$ cat src/rtl/vub_pkg.sv
// Shared offsets and types for the host-to-console byte bridge.
package vub_pkg;
    typedef logic [7:0] byte_t;

    // Host-side offsets (the driver decodes these positions)
    localparam logic [7:0] OFF_STATUS  = 8'h00;
    localparam logic [7:0] OFF_HOST_TX = 8'h10;
    localparam logic [7:0] OFF_HOST_RX = 8'h14;
    // CPU-side offsets
    localparam logic [7:0] OFF_CPU_TX  = 8'h04;
    localparam logic [7:0] OFF_CPU_RX  = 8'h08;
endpackage

$ cat src/rtl/vub_fifo.sv
// Byte queue with guarded push and pop.
// Assumes DEPTH is a power of two, so the pointers wrap naturally.
// A push is accepted only when the queue is not full, and a pop only when
// it is not empty. Both tests use the state before the clock edge.
module vub_fifo
    import vub_pkg::*;
#(
    parameter int DEPTH = 16,
    localparam int AW = $clog2(DEPTH),
    localparam int LW = AW + 1
) (
    input  logic          clk,
    input  logic          rst_n,
    input  logic          push_req,
    input  byte_t         push_byte,
    input  logic          pop_req,
    output byte_t         head_byte,
    output logic [LW-1:0] level
);
    byte_t         store [DEPTH];
    logic [AW-1:0] wr_ptr, rd_ptr;
    logic          push_ok, pop_ok;

    assign push_ok   = push_req && (level != LW'(DEPTH));
    assign pop_ok    = pop_req && (level != '0);
    assign head_byte = store[rd_ptr];

    // Write the accepted byte into the slot at the write pointer
    always_ff @(posedge clk) begin
        if (push_ok) store[wr_ptr] <= push_byte;
    end

    // Advance the pointers and the fill level
    always_ff @(posedge clk) begin
        if (!rst_n) begin
            wr_ptr <= '0;
            rd_ptr <= '0;
            level  <= '0;
        end else begin
            if (push_ok) wr_ptr <= wr_ptr + 1'b1;
            if (pop_ok)  rd_ptr <= rd_ptr + 1'b1;
            level <= level + LW'(push_ok) - LW'(pop_ok);
        end
    end

    // the level never exceeds the depth
    a_r3_no_overflow: assert property (@(posedge clk) disable iff (!rst_n)
        level <= LW'(DEPTH));
    // a push into a full queue, with no pop, leaves it full
    a_r3_full_hold: assert property (@(posedge clk) disable iff (!rst_n)
        (level == LW'(DEPTH) && push_req && !pop_req) |=> level == LW'(DEPTH));
    // a pop from an empty queue, with no push, leaves it empty
    a_r6_empty_hold: assert property (@(posedge clk) disable iff (!rst_n)
        (level == '0 && pop_req && !push_req) |=> level == '0);
    // the pointer gap matches the fill level
    a_r9_ptr_gap: assert property (@(posedge clk) disable iff (!rst_n)
        (wr_ptr - rd_ptr) == level[AW-1:0]);
endmodule

$ cat src/rtl/vub_host_regs.sv
// Host register decode: status at 0x0, transmit at 0x10, receive at 0x14.
// Assumes reads are combinational. A receive read pops the inbound queue
// only when that queue holds data.
module vub_host_regs
    import vub_pkg::*;
#(
    parameter int ADDR_W = 5,
    parameter int LW     = 5,
    parameter int CNT_W  = 16
) (
    input  logic              clk,
    input  logic              rst_n,
    input  logic              re,
    input  logic              we,
    input  logic [ADDR_W-1:0] addr,
    input  logic [31:0]       wdata,
    input  logic [1:0]        status,
    input  byte_t             in_head,
    input  logic [LW-1:0]     in_level,
    input  logic              out_room,
    output logic [31:0]       rdata,
    output logic              out_push,
    output byte_t             out_byte,
    output logic              in_pop
);
    logic hit_stat, hit_tx, hit_rx;

    assign hit_stat = (addr == ADDR_W'(OFF_STATUS));
    assign hit_tx   = (addr == ADDR_W'(OFF_HOST_TX));
    assign hit_rx   = (addr == ADDR_W'(OFF_HOST_RX));

    assign out_push = we && hit_tx;
    assign out_byte = wdata[7:0];
    assign in_pop   = re && hit_rx;

    // Select the read word for the addressed register
    always_comb begin
        rdata = '0;
        if (re) begin
            if (hit_stat)
                rdata[1:0] = status;
            else if (hit_tx)
                rdata[8] = out_room;
            else if (hit_rx && in_level != '0)
                rdata[24:0] = {CNT_W'(in_level), 1'b1, in_head};
        end
    end

    // a receive read with data present reports valid and a nonzero count
    a_r5_valid_count: assert property (@(posedge clk) disable iff (!rst_n)
        (in_pop && in_level != '0) |-> (rdata[8] && rdata[24:9] != '0));
    // the top bits are always zero
    a_r10_top_zero: assert property (@(posedge clk) disable iff (!rst_n)
        rdata[31:25] == '0);
endmodule

$ cat src/rtl/vub_cpu_regs.sv
// CPU register decode: status at 0x0, transmit at 0x4, receive at 0x8.
// Assumes reads are combinational. A receive read pops the inbound queue
// only when that queue holds data.
module vub_cpu_regs
    import vub_pkg::*;
#(
    parameter int ADDR_W = 5,
    parameter int LW     = 5
) (
    input  logic              clk,
    input  logic              rst_n,
    input  logic              re,
    input  logic              we,
    input  logic [ADDR_W-1:0] addr,
    input  logic [31:0]       wdata,
    input  logic [1:0]        status,
    input  byte_t             in_head,
    input  logic [LW-1:0]     in_level,
    input  logic              out_room,
    output logic [31:0]       rdata,
    output logic              out_push,
    output byte_t             out_byte,
    output logic              in_pop
);
    logic hit_stat, hit_tx, hit_rx;

    assign hit_stat = (addr == ADDR_W'(OFF_STATUS));
    assign hit_tx   = (addr == ADDR_W'(OFF_CPU_TX));
    assign hit_rx   = (addr == ADDR_W'(OFF_CPU_RX));

    assign out_push = we && hit_tx;
    assign out_byte = wdata[7:0];
    assign in_pop   = re && hit_rx;

    // Select the read word for the addressed register
    always_comb begin
        rdata = '0;
        if (re) begin
            if (hit_stat)
                rdata[1:0] = status;
            else if (hit_tx)
                rdata[8] = out_room;
            else if (hit_rx && in_level != '0)
                rdata[8:0] = {1'b1, in_head};
        end
    end

    // an empty receive read returns zero
    a_r2_empty_zero: assert property (@(posedge clk) disable iff (!rst_n)
        (in_pop && in_level == '0) |-> rdata == '0);
endmodule

$ cat src/rtl/vuart_bridge.sv
// Top level of the host-to-console byte bridge.
// Holds two byte queues, host-to-CPU and CPU-to-host, and the register
// decoders on each side. The status word is shared by both sides.
module vuart_bridge
    import vub_pkg::*;
#(
    parameter int DEPTH  = 16,
    parameter int ADDR_W = 5,
    parameter int CNT_W  = 16
) (
    input  logic              clk,
    input  logic              rst_n,
    input  logic              host_re,
    input  logic              host_we,
    input  logic [ADDR_W-1:0] host_addr,
    input  logic [31:0]       host_wdata,
    output logic [31:0]       host_rdata,
    input  logic              cpu_re,
    input  logic              cpu_we,
    input  logic [ADDR_W-1:0] cpu_addr,
    input  logic [31:0]       cpu_wdata,
    output logic [31:0]       cpu_rdata
);
    localparam int LW = $clog2(DEPTH) + 1;

    byte_t         h2c_head, c2h_head, h2c_in, c2h_in;
    logic [LW-1:0] h2c_level, c2h_level;
    logic          h2c_push, h2c_pop, c2h_push, c2h_pop;
    logic [1:0]    status;

    // Status: bit 1 = data waiting for the CPU, bit 0 = CPU outbound full
    assign status = {h2c_level != '0, c2h_level == LW'(DEPTH)};

    vub_fifo #(.DEPTH(DEPTH)) u_h2c (
        .clk(clk), .rst_n(rst_n), .push_req(h2c_push), .push_byte(h2c_in),
        .pop_req(h2c_pop), .head_byte(h2c_head), .level(h2c_level));

    vub_fifo #(.DEPTH(DEPTH)) u_c2h (
        .clk(clk), .rst_n(rst_n), .push_req(c2h_push), .push_byte(c2h_in),
        .pop_req(c2h_pop), .head_byte(c2h_head), .level(c2h_level));

    vub_host_regs #(.ADDR_W(ADDR_W), .LW(LW), .CNT_W(CNT_W)) u_host (
        .clk(clk), .rst_n(rst_n), .re(host_re), .we(host_we),
        .addr(host_addr), .wdata(host_wdata), .status(status),
        .in_head(c2h_head), .in_level(c2h_level),
        .out_room(h2c_level != LW'(DEPTH)), .rdata(host_rdata),
        .out_push(h2c_push), .out_byte(h2c_in), .in_pop(c2h_pop));

    vub_cpu_regs #(.ADDR_W(ADDR_W), .LW(LW)) u_cpu (
        .clk(clk), .rst_n(rst_n), .re(cpu_re), .we(cpu_we),
        .addr(cpu_addr), .wdata(cpu_wdata), .status(status),
        .in_head(h2c_head), .in_level(h2c_level),
        .out_room(c2h_level != LW'(DEPTH)), .rdata(cpu_rdata),
        .out_push(c2h_push), .out_byte(c2h_in), .in_pop(h2c_pop));

    // a host push into an empty queue raises status bit 1 at the next edge
    a_r4_status_rise: assert property (@(posedge clk) disable iff (!rst_n)
        (h2c_push && h2c_level == '0) |=> status[1]);
    // status bit 0 stays set while the CPU pushes and the host does not pop
    a_r7_full_busy: assert property (@(posedge clk) disable iff (!rst_n)
        (status[0] && !c2h_pop) |=> status[0]);
endmodule

$ cat config.mk
export PLATFORM = sky130hd
export DESIGN_NAME = vuart_bridge
export DESIGN_NICKNAME = d
export VERILOG_FILES = /design/src/rtl/vub_pkg.sv /design/src/rtl/vub_fifo.sv /design/src/rtl/vub_host_regs.sv /design/src/rtl/vub_cpu_regs.sv /design/src/rtl/vuart_bridge.sv
export SDC_FILE = /design/constraint.sdc
export NUM_CORES = 1
export LEC_CHECK = 0
export ABC_AREA = 0
export ABC_CLOCK_PERIOD_IN_PS = 3570
export CORE_UTILIZATION = 50
export DETAILED_ROUTE_END_ITERATION = 6
export DONT_BUFFER_PORTS = 1
export HOLD_SLACK_MARGIN = 0.15
export PLACE_DENSITY = 0.68
export SYNTH_ARGS = -nofsm -noshare
export SYNTH_HDL_FRONTEND = slang
export SYNTH_SLANG_ARGS = --single-unit
$ cat constraint.sdc
create_clock -name clk -period 3.57 [get_ports clk]
set_clock_uncertainty 0.2 [all_clocks]
set_input_delay 0.714 -clock clk [delete_from_list [all_inputs] [get_ports clk]]
set_output_delay 0.714 -clock clk [all_outputs]
set_load 0.01 [all_outputs]
==> results of run 1 <==
[area by class of cell]
type / count / area, sq um
clock buffer: 37 / 786
tap: 319 / 399
inverter: 25 / 93.8
timing repair buffer: 80 / 668
fill: 1770 / 9720
multi-input combinational: 353 / 3330
sequential: 290 / 8370
clock inverter: 17 / 169
[power breakdown]
group / switching [mW] / internal (mW)
Sequential: 0.00857 / 3.69
Clock: 1.22 / 1.77
Combinational: 0.101 / 0.0495
Total: 1.33 / 5.51
[per-stage QoR]
stage	util, %	hold slack, ps
after floorplan	-	280
after global placement	53.8	292
after detailed placement	53.8	305
after CTS	58.6	319
after global routing	58.7	348
final	58.7	315
[what timing repair did]
item / in CTS / in global routing
endpoints found under the hold margin: 259 / 0
hold buffers: 17 / 0
endpoints found under the setup margin: 7 / 4
resized for setup: 3 / 4
[worst max-delay path: stages, from the launching register on]
cell and delay (ps):
dfxtp_1 350, inv_1 70, ha_1 200, nor4b_1 170, or4b_4 530, buf_4 220, a211oi_2 300, buf_4 190
[Yosys cell counts, types with 2 or more instances]
cell type,number,share of area (%)
nand3_1,5,0.21
nand2_1,19,0.59
buf_1,4,0.12
nor2b_1,13,0.67
mux2_2,3,0.28
a21oi_1,21,0.87
clkinv_1,2,0.062
ha_1,21,2.2
nor2_1,46,1.4
and2_1,4,0.21
nand2b_1,7,0.36
clkbuf_1,17,0.53
or3b_2,2,0.15
a211oi_1,24,1.5
buf_2,7,0.29
xor2_1,4,0.29
or4b_4,2,0.23
nor3_1,9,0.37
dfxtp_1,34,5.6
or3_1,10,0.52
edfxtp_1,256,64
o21ai_0,12,0.50
xnor2_1,6,0.44
nor3b_1,4,0.25
a21o_1,3,0.19
buf_4,44,2.7
inv_1,23,0.72
mux2i_1,20,1.7
mux4_2,65,12
fa_1,2,0.33
[worst paths after layout]
| path | start | endpoint | depth (start not counted) |
|---|---|---|---|
| max | u_h2c.level[3] | cpu_rdata[2] | 7 |
| min | u_c2h.rd_ptr[3] | u_c2h.rd_ptr[3] | 2 |
| max reg2reg | u_c2h.level[3] | u_c2h.level[4] | 13 |
| min reg2reg | u_c2h.rd_ptr[3] | u_c2h.rd_ptr[3] | 2 |
[cells in the final DEF (no fill, tap or decap), types with 7 or more instances in the layout]
cell           Yosys  final
inv_1             23     23
clkinv_2           0      7
dfxtp_1           34     31
conb_1             1     41
ha_1              21     21
a21oi_1           21     21
dlygate4sd3_1      0     17
edfxtp_1         256    256
a211oi_1          24     21
mux2i_1           20     20
nor2_1            46     46
or3_1             10     10
nand2b_1           7      7
clkbuf_16          0     29
nor2b_1           13     13
buf_4             44     61
o21ai_0           12     12
mux4_2            65     65
nor3_1             9      9
nand2_1           19     19
[logic make-up (layout without fill, tap and decap cells)]
logic type,count (synthesis),in the layout,share of synthesized area [%]
flip-flops,290,290,69.4
multiplexers,88,88,14.1
AND/OR/NAND/NOR,126,126,5.31
buffers and inverters,97,159,4.46
other,1,41,0.0311
XOR/XNOR,10,10,0.726
adder cells (fa/ha/maj),23,23,2.51
AO/OA/AOI/OAI,65,65,3.47
[layer usage]
metal	part of all wire (%)	up-vias
met4	2.3	0
met3	4.4	42
li1	-	2800
met2	51	172
met5	0	-
met1	42	3191
[sequential cells by signal, indices dropped and copies added, names as in the netlist, named ones only]
register and count:
u_h2c.level 5, u_h2c.rd_ptr 4, u_h2c.wr_ptr 4, u_c2h.wr_ptr 4, u_c2h.rd_ptr 4, u_h2c.store 128
u_c2h.level 5, u_c2h.store 128
==> impl_metrics.json, run 1 <==
{
  "post-route-min-period_ps": 3490,
  "timing.slew.headroom_pct": 43.3,
  "vias_per_cell": 5.54,
  "area.growth.synth_to_final_pct": 14.6,
  "setup_viol": 0,
  "gp_congestion": 0.872,
  "max_cap_violations": 0,
  "leakagePower_nw": 4.50,
  "final_area_sq_um": 13800,
  "die_x_microns": 157,
  "syn_area_per_cell_sq_um": 17.2,
  "synth_edf_count": 256,
  "synth_cells": 700,
  "preCtsSetupSlack_ps": -125,
  "synth_area_sq_um": 12100,
  "pin_count": 144,
  "grt_busiest_layer": "met2",
  "cp_data_arrival_time_ps": 2570,
  "wl_per_cell_microns": 21.0,
  "drc": 0,
  "die_area_sq_um": 24700,
  "core_area_sq_um": 23500,
  "root_buffer": "clkbuf_16",
  "grt_antenna_before_repair": 0,
  "hp-class": "register to register",
  "clock_latency_ps": 540,
  "use_met3_pct": 3.11,
  "post_dp_cell_area_sq_um": 12700,
  "grt_pass1_vias": 6421,
  "overflow": 0,
  "drive_above_1_share_pct": 23.7,
  "slew_violations": 0,
  "cts_buffer_depth": 3,
  "powerDensity_nw_per_um2": 495,
  "ys_seq_area_share_pct": 69.4,
  "yosys_warnings": 0,
  "cts_buffers": 29,
  "layout_setup_ws_ps": 82.4,
  "hold_viol": 0,
  "die_height_microns": 157,
  "period_share_pct": 97.7,
  "timing.reg2reg.setup_slack_ps": 240,
  "diodes": 0,
  "rsz0062_at_grt": "true",
  "tns_ps": 0,
  "ys_ff_latch": 290,
  "fin_nets": 882,
  "num_vias": 6205,
  "grt_start_max_net_pins": 32,
  "finalPower_mw": 6.84,
  "grt_pass1_wl_microns": 36200,
  "fin_cells": 1121,
  "crit_path_max_fanout": 14,
  "grtUsageTotal_pct": 19.7,
  "drtIter0Drc": 410,
  "ys.flop_type": "edfxtp_1",
  "post-cts-setup-buffers": 0,
  "worstMarginPinSlew_ps": 849,
  "endpoint_kind": "output port",
  "yosysUniqueCellTypes": 41,
  "worstSetupPathType": "register to output port",
  "fp-row-count": 56,
  "vdd_ir_drop_max_mv": 0.470,
  "synth-async-reset-ratio_pct": 0,
  "wl_microns": 23500,
  "dr.pass1.iters": 5,
  "met2_usage_pct": 34.0,
  "postRouteAntennaNets": 0,
  "worst_setup_path_start_kind": "register",
  "clkTransAtPathRegs_ps": 60,
  "buffer_ports.inserted": 0,
  "htreeDepth": 1,
  "place_inst": 1050,
  "status": "completed",
  "start_util_pct": 51.2,
  "cp.required_ps": 2660,
  "place_hpwl_microns": 15300,
  "numClockSinks": 290,
  "use_met1_pct": 25.8,
  "max_freq_mhz": 287,
  "cts_tree": "yes"
}
Power figures use the tool's default switching activity.
==> run 2: changes to the inputs <==
--- a/config.mk
+++ b/config.mk
@@ -7,11 +7,13 @@
 export LEC_CHECK = 0
 export ABC_AREA = 0
 export ABC_CLOCK_PERIOD_IN_PS = 3570
+export BUFFER_PORTS_ARGS = -buffer_cell sky130_fd_sc_hd__buf_2
+export CORE_MARGIN = 2
 export CORE_UTILIZATION = 50
 export DETAILED_ROUTE_END_ITERATION = 6
-export DONT_BUFFER_PORTS = 1
 export HOLD_SLACK_MARGIN = 0.15
-export PLACE_DENSITY = 0.68
+export PLACE_DENSITY = 0.73
+export SETUP_SLACK_MARGIN = 0.2
 export SYNTH_ARGS = -nofsm -noshare
 export SYNTH_HDL_FRONTEND = slang
 export SYNTH_SLANG_ARGS = --single-unit
==> run 2 against run 1 <==
Compared with the run above: die area rose by 2.6%; clock power fell by 3%; sequential power barely moved; combinational power rose by 11%; worst setup slack improved by 70 ps; critical path type is now input pin to output port; design area rose by 1.9%; highest routed layer unchanged; maximum frequency rose by 2.1%; power fell by 1.2%; register-to-register slack improved by 120 ps; wire length fell by 2.2%; first-iteration DRC count rose by 5.9%.
==> impl_metrics.json, run 2 (synthesis results as in run 1) <==
{
  "htreeDepth": 1,
  "die_x_microns": 159,
  "p_int_mw": 5.46,
  "slew_violations": 0,
  "overflow": 0,
  "path_cells": "buf_6 -> or4b_4 -> or4b_4 -> buf_12 -> a211oi_2 -> buf_4 -> buf_6",
  "cp_data_arrival_time_ps": 2500,
  "period_share_pct": 95.7,
  "most-common-layout-cells": "edfxtp_1 (256), mux4_2 (65), buf_4 (58)",
  "vias_per_cell": 5.44,
  "status": "completed",
  "critPathBufInv": 4,
  "fin_cells": 1159,
  "swShare_pct": 19.2,
  "max_freq_mhz": 293,
  "max_cap_violations": 0,
  "powerDensity_nw_per_um2": 480,
  "cp.required_ps": 2660,
  "worstSetupPathType": "input pin to output port",
  "diodes": 0,
  "timing.slew.headroom_pct": 38.2,
  "multi_input_comb_area_sq_um": 3430,
  "die_height_microns": 159,
  "setup_viol": 0,
  "buffer_ports.inserted": 54,
  "root_buffer": "clkbuf_16",
  "final_common_cell": "edfxtp_1",
  "cts_tree": "yes",
  "worstRegToRegCells": 11,
  "die_area_sq_um": 25400,
  "leakagePower_nw": 4.71,
  "gp_congestion": 0.823,
  "hold_end": "u_h2c.level[0]",
  "rsz0062_at_grt": "true",
  "worst_setup_path_start_kind": "input pin",
  "whs_ps": 260,
  "reg.largest.list": "u_c2h.store x128, u_h2c.store x128",
  "min_from": "rst_n",
  "cts_buffers": 29,
  "post-route-min-period_ps": 3420,
  "place_hpwl_microns": 15000,
  "fill_cells": 1742,
  "numClockSinks": 290,
  "grt_pass1_vias": 6514,
  "worstMarginPinSlew_ps": 926,
  "cp_slowest_stage_delay_ps": 570,
  "min_delay_path_depth": 2,
  "fp-row-count": 56,
  "cp_slowest_cell": "or4b_4",
  "path_delay_family": "simple AND/OR/NAND/NOR gates",
  "drc": 0,
  "crit_path_max_fanout": 7,
  "wl_per_cell_microns": 19.9,
  "seq_area_sq_um": 8380,
  "use_met3_pct": 3.36,
  "timing.rr.start": "u_c2h.level[3]",
  "fin_nets": 923,
  "cts_buffer_depth": 3,
  "drive_above_1_share_pct": 31.3,
  "pin_count": 144,
  "net-switching-power_mw": 1.30,
  "num_vias": 6303,
  "wl_microns": 23000,
  "use_met1_pct": 23.9,
  "area.growth.synth_to_final_pct": 16.8,
  "postRouteAntennaNets": 0,
  "grtUsageTotal_pct": 17.9,
  "timing.reg2reg.setup_slack_ps": 360,
  "hp-class": "input pin to register",
  "clockPowerShare_pct": 42.8,
  "clkTransAtPathRegs_ps": 60,
  "r2r_end": "u_c2h.level[4]",
  "grt_antenna_before_repair": 0,
  "met2_usage_pct": 30.8,
  "pwr-share-comb_pct": 2.5,
  "clock_latency_ps": 530,
  "power_frac_seq_pct": 54.8,
  "place_inst": 1090,
  "core_area_sq_um": 23500,
  "grt_start_max_net_pins": 33,
  "vdd_ir_drop_max_mv": 0.403,
  "drtIter0Drc": 434,
  "hold_viol": 0,
  "dr.pass1.iters": 5,
  "start_util_pct": 51.2,
  "grt_busiest_layer": "met2",
  "grt_pass1_wl_microns": 35700,
  "endpoint_kind": "output port"
}
[run 2: power by group through the flow]
stage | Sequential, mW | Combinational, mW | Clock, mW
finish | 3.70 | 0.167 | 2.89
global route | 3.70 | 0.185 | 3.06
CTS | 3.70 | 0.162 | 2.93
detailed placement | 3.77 | 0.150 | 0
global placement | 3.77 | 0.139 | 0
floorplan | 3.77 | 0.105 | 0
[run 2: metal layers]
| layer | vias to the layer above | part of all wire [%] |
|---|---|---|
| met2 | 214 | 51 |
| met4 | 0 | 2.2 |
| li1 | 2874 | - |
| met5 | - | 0 |
| met3 | 38 | 6.4 |
| met1 | 3177 | 41 |
[run 2: stage by stage]
step | setup WS (ps) | instance area (sq um) | power (mW) | utilization [%] | TNS [ps]
6_report | 153 | 14100 | 6.76 | 59.8 | 0
5_1_grt | 134 | 14100 | 6.95 | 59.8 | 0
4_1_cts | 142 | 14000 | 6.80 | 59.3 | 0
3_5_place_dp | -71.9 | 12800 | 3.92 | 54.5 | -71.9
3_3_place_gp | -23.5 | 12800 | 3.91 | 54.5 | -23.5
2_1_floorplan | 150 | 12200 | 3.88 | - | 0
[run 2: final cells by class]
class	count	area share, %
timing repair buffer	121	6.17
clock buffer	40	5.74
tap	319	2.83
multi-input combinational	353	24.3
inverter	25	0.693
sequential	290	59.5
clock inverter	11	0.728
[run 2: how the worst max path moves through the flow]
stage | cells past startpoint | from | end | slack [ps]
CTS | 9 | u_h2c.level[2] | cpu_rdata[3] | 140
global placement | 12 | cpu_addr[1] | u_h2c.level[4] | -20
finish | 7 | cpu_addr[1] | cpu_rdata[3] | 150
detailed placement | 12 | cpu_addr[1] | u_h2c.level[4] | -70
floorplan | 11 | cpu_addr[1] | u_h2c.level[4] | 150
global route | 7 | cpu_addr[1] | cpu_rdata[3] | 130
[run 2: repair_timing]
| action | 4_1_cts | 5_1_grt |
|---|---|---|
| hold buffers | 0 | 0 |
| resized for setup | 26 | 18 |
| cloned | 0 | 1 |
| setup endpoints to repair | 9 | 20 |
| setup buffers | 13 | 4 |
| pin swaps | 4 | 6 |
[run 2: worst register-to-register path, cell delays in order, from the launching register on]
cell,delay [ps]
dfxtp_1,320
inv_1,100
ha_1,180
nor4bb_1,370
or4_1,340
clkinvlp_4,260
ha_1,290
fa_2,380
a21oi_2,150
nor2_1,50
or3_1,330
a21oi_1,150
==> run 3: changes to the inputs <==
--- a/config.mk
+++ b/config.mk
@@ -13,7 +13,6 @@
 export DETAILED_ROUTE_END_ITERATION = 6
 export HOLD_SLACK_MARGIN = 0.15
 export PLACE_DENSITY = 0.73
-export SETUP_SLACK_MARGIN = 0.2
 export SYNTH_ARGS = -nofsm -noshare
 export SYNTH_HDL_FRONTEND = slang
 export SYNTH_SLANG_ARGS = --single-unit
==> run 3 against run 2 <==
Compared with the run above: via count increased by 0.60%; maximum frequency decreased by 2.9%; die area unchanged; clock power decreased by 3%; register-to-register slack got worse by 160 ps; worst setup slack got worse by 100 ps; combinational power decreased by 8%; highest routed layer unchanged.
==> impl_metrics.json, run 3 (synthesis results as in run 1) <==
{
  "max_freq_mhz": 284,
  "period_share_pct": 98.6,
  "overflow": 0,
  "diodes": 0,
  "die_area_sq_um": 25400,
  "powerDensity_nw_per_um2": 478,
  "r2r_end": "u_c2h.level[4]",
  "most-common-layout-cells": "edfxtp_1 (256), mux4_2 (65), buf_4 (58)",
  "vdd_ir_drop_max_mv": 0.469,
  "worst_setup_path_start_kind": "input pin",
  "min_from": "rst_n",
  "swShare_pct": 19.7,
  "layout_setup_ws_ps": 51.6,
  "postRouteAntennaNets": 0,
  "timing.slew.headroom_pct": 39.5,
  "cp_slowest_cell": "or4b_4",
  "numClockSinks": 290,
  "drc": 0,
  "grt_pass1_vias": 6493,
  "fin_nets": 918,
  "htreeDepth": 1,
  "drive_above_1_share_pct": 28.8,
  "reg.largest.list": "u_c2h.store x128, u_h2c.store x128",
  "worstRegToRegCells": 13,
  "root_buffer": "clkbuf_16",
  "leakagePower_nw": 4.64,
  "fp-row-count": 56,
  "gp_congestion": 0.826,
  "start_util_pct": 51.2,
  "cts_tree": "yes",
  "hp-class": "input pin to register",
  "grt_antenna_before_repair": 0,
  "cp_data_arrival_time_ps": 2600,
  "setup_viol": 0,
  "cts_buffers": 29,
  "min_delay_path_depth": 2,
  "hold_end": "u_h2c.level[0]",
  "cts_buffer_depth": 3,
  "tns_ps": 0,
  "vias_per_cell": 5.49,
  "preCtsSetupSlack_ps": -230,
  "worstSetupPathType": "input pin to output port",
  "slew_violations": 0,
  "rsz0062_at_grt": "false",
  "clkTransAtPathRegs_ps": 60,
  "dr.pass1.iters": 4,
  "buffer_ports.inserted": 54,
  "post-route-min-period_ps": 3520,
  "hold_viol": 0,
  "finalPower_mw": 6.64,
  "cts-hold-fix-buffers": 0,
  "drtIter0Drc": 549,
  "num_vias": 6341,
  "pwr-share-comb_pct": 2.3,
  "p_int_mw": 5.33,
  "core_area_sq_um": 23500,
  "endpoint_kind": "output port",
  "cp.required_ps": 2660,
  "die_x_microns": 159,
  "power_frac_seq_pct": 55.7,
  "place_inst": 1093,
  "max_cap_violations": 0,
  "grt_pass1_wl_microns": 36300,
  "clockPowerShare_pct": 42.0,
  "clock_latency_ps": 540,
  "fin_cells": 1155,
  "crit_path_max_fanout": 5,
  "die_height_microns": 159,
  "worstMarginPinSlew_ps": 906,
  "cp_slowest_stage_delay_ps": 590,
  "grtUsageTotal_pct": 18.3,
  "fill_cells": 1712,
  "grt_start_max_net_pins": 33,
  "final_common_cell": "edfxtp_1",
  "path_cells": "buf_2 -> or4b_4 -> or4b_4 -> buf_12 -> a211oi_4 -> buf_2",
  "wl_per_cell_microns": 20.1,
  "net-switching-power_mw": 1.31,
  "pin_count": 144,
  "area.growth.synth_to_final_pct": 15.1,
  "timing.rr.start": "u_c2h.level[3]",
  "status": "completed",
  "place_hpwl_microns": 15100,
  "timing.reg2reg.setup_slack_ps": 200,
  "wl_microns": 23200
}
[run 3: worst max-delay path: cells and delay by family]
| kind | cells | cell delay, ps |
|---|---|---|
| and+or+nand+nor | 2 | 1150 |
| buffers and inverters | 3 | 460 |
| AOI/OAI and AO/OA | 1 | 260 |
[run 3: what timing repair did]
action                     4_1_cts  5_1_grt
setup endpoints to repair        7       12
buffers inserted                 0        9
gates cloned                     0        1
pin swaps                        0        2
gates resized for setup          3       17
[run 3: worst max path at each step]
| stage | endpoint | start | depth (start not counted) |
|---|---|---|---|
| CTS | cpu_rdata[2] | register | 6 |
| finish | cpu_rdata[3] | cpu_addr[1] | 6 |
| floorplan | u_h2c.level[4] | cpu_addr[1] | 11 |
| detailed placement | u_h2c.level[4] | cpu_addr[1] | 12 |
| global route | u_h2c.level[4] | u_h2c.level[2] | 14 |
| global placement | u_h2c.level[4] | cpu_addr[1] | 12 |
[run 3: power by group through the flow]
| stage | Sequential (mW) | Combinational [mW] | Clock, mW |
|---|---|---|---|
| after floorplan | 3.77 | 0.104 | 0 |
| after global placement | 3.77 | 0.137 | 0 |
| after detailed placement | 3.77 | 0.147 | 0 |
| after CTS | 3.70 | 0.148 | 2.84 |
| after global routing | 3.70 | 0.171 | 2.97 |
| final | 3.70 | 0.154 | 2.79 |
[run 3: stage by stage]
| step | util [%] | area [sq um] | hold WS (ps) |
|---|---|---|---|
| after floorplan | - | 12200 | 280 |
| after CTS | 58.3 | 13700 | 226 |
| after detailed placement | 54.5 | 12800 | 303 |
| after global placement | 54.5 | 12800 | 289 |
| final | 59.0 | 13900 | 235 |
| after global routing | 59.0 | 13900 | 249 |
[run 3: layout make-up]
class	instances	area [sq um]	share of cell area, %
clock buffer	41	781	5.62
timing repair buffer	116	782	5.63
sequential	290	8380	60.4
clock inverter	11	92.6	0.667
multi-input combinational	353	3350	24.1
tap	319	399	2.88
inverter	25	97.6	0.703
[run 3: layer usage]
| layer | share of wire [%] | global-route usage, % |
|---|---|---|
| met5 | 0 | 0 |
| met4 | 1.5 | 4.13 |
| met3 | 5.9 | 2.76 |
| met2 | 49 | 30.3 |
| met1 | 44 | 25.9 |
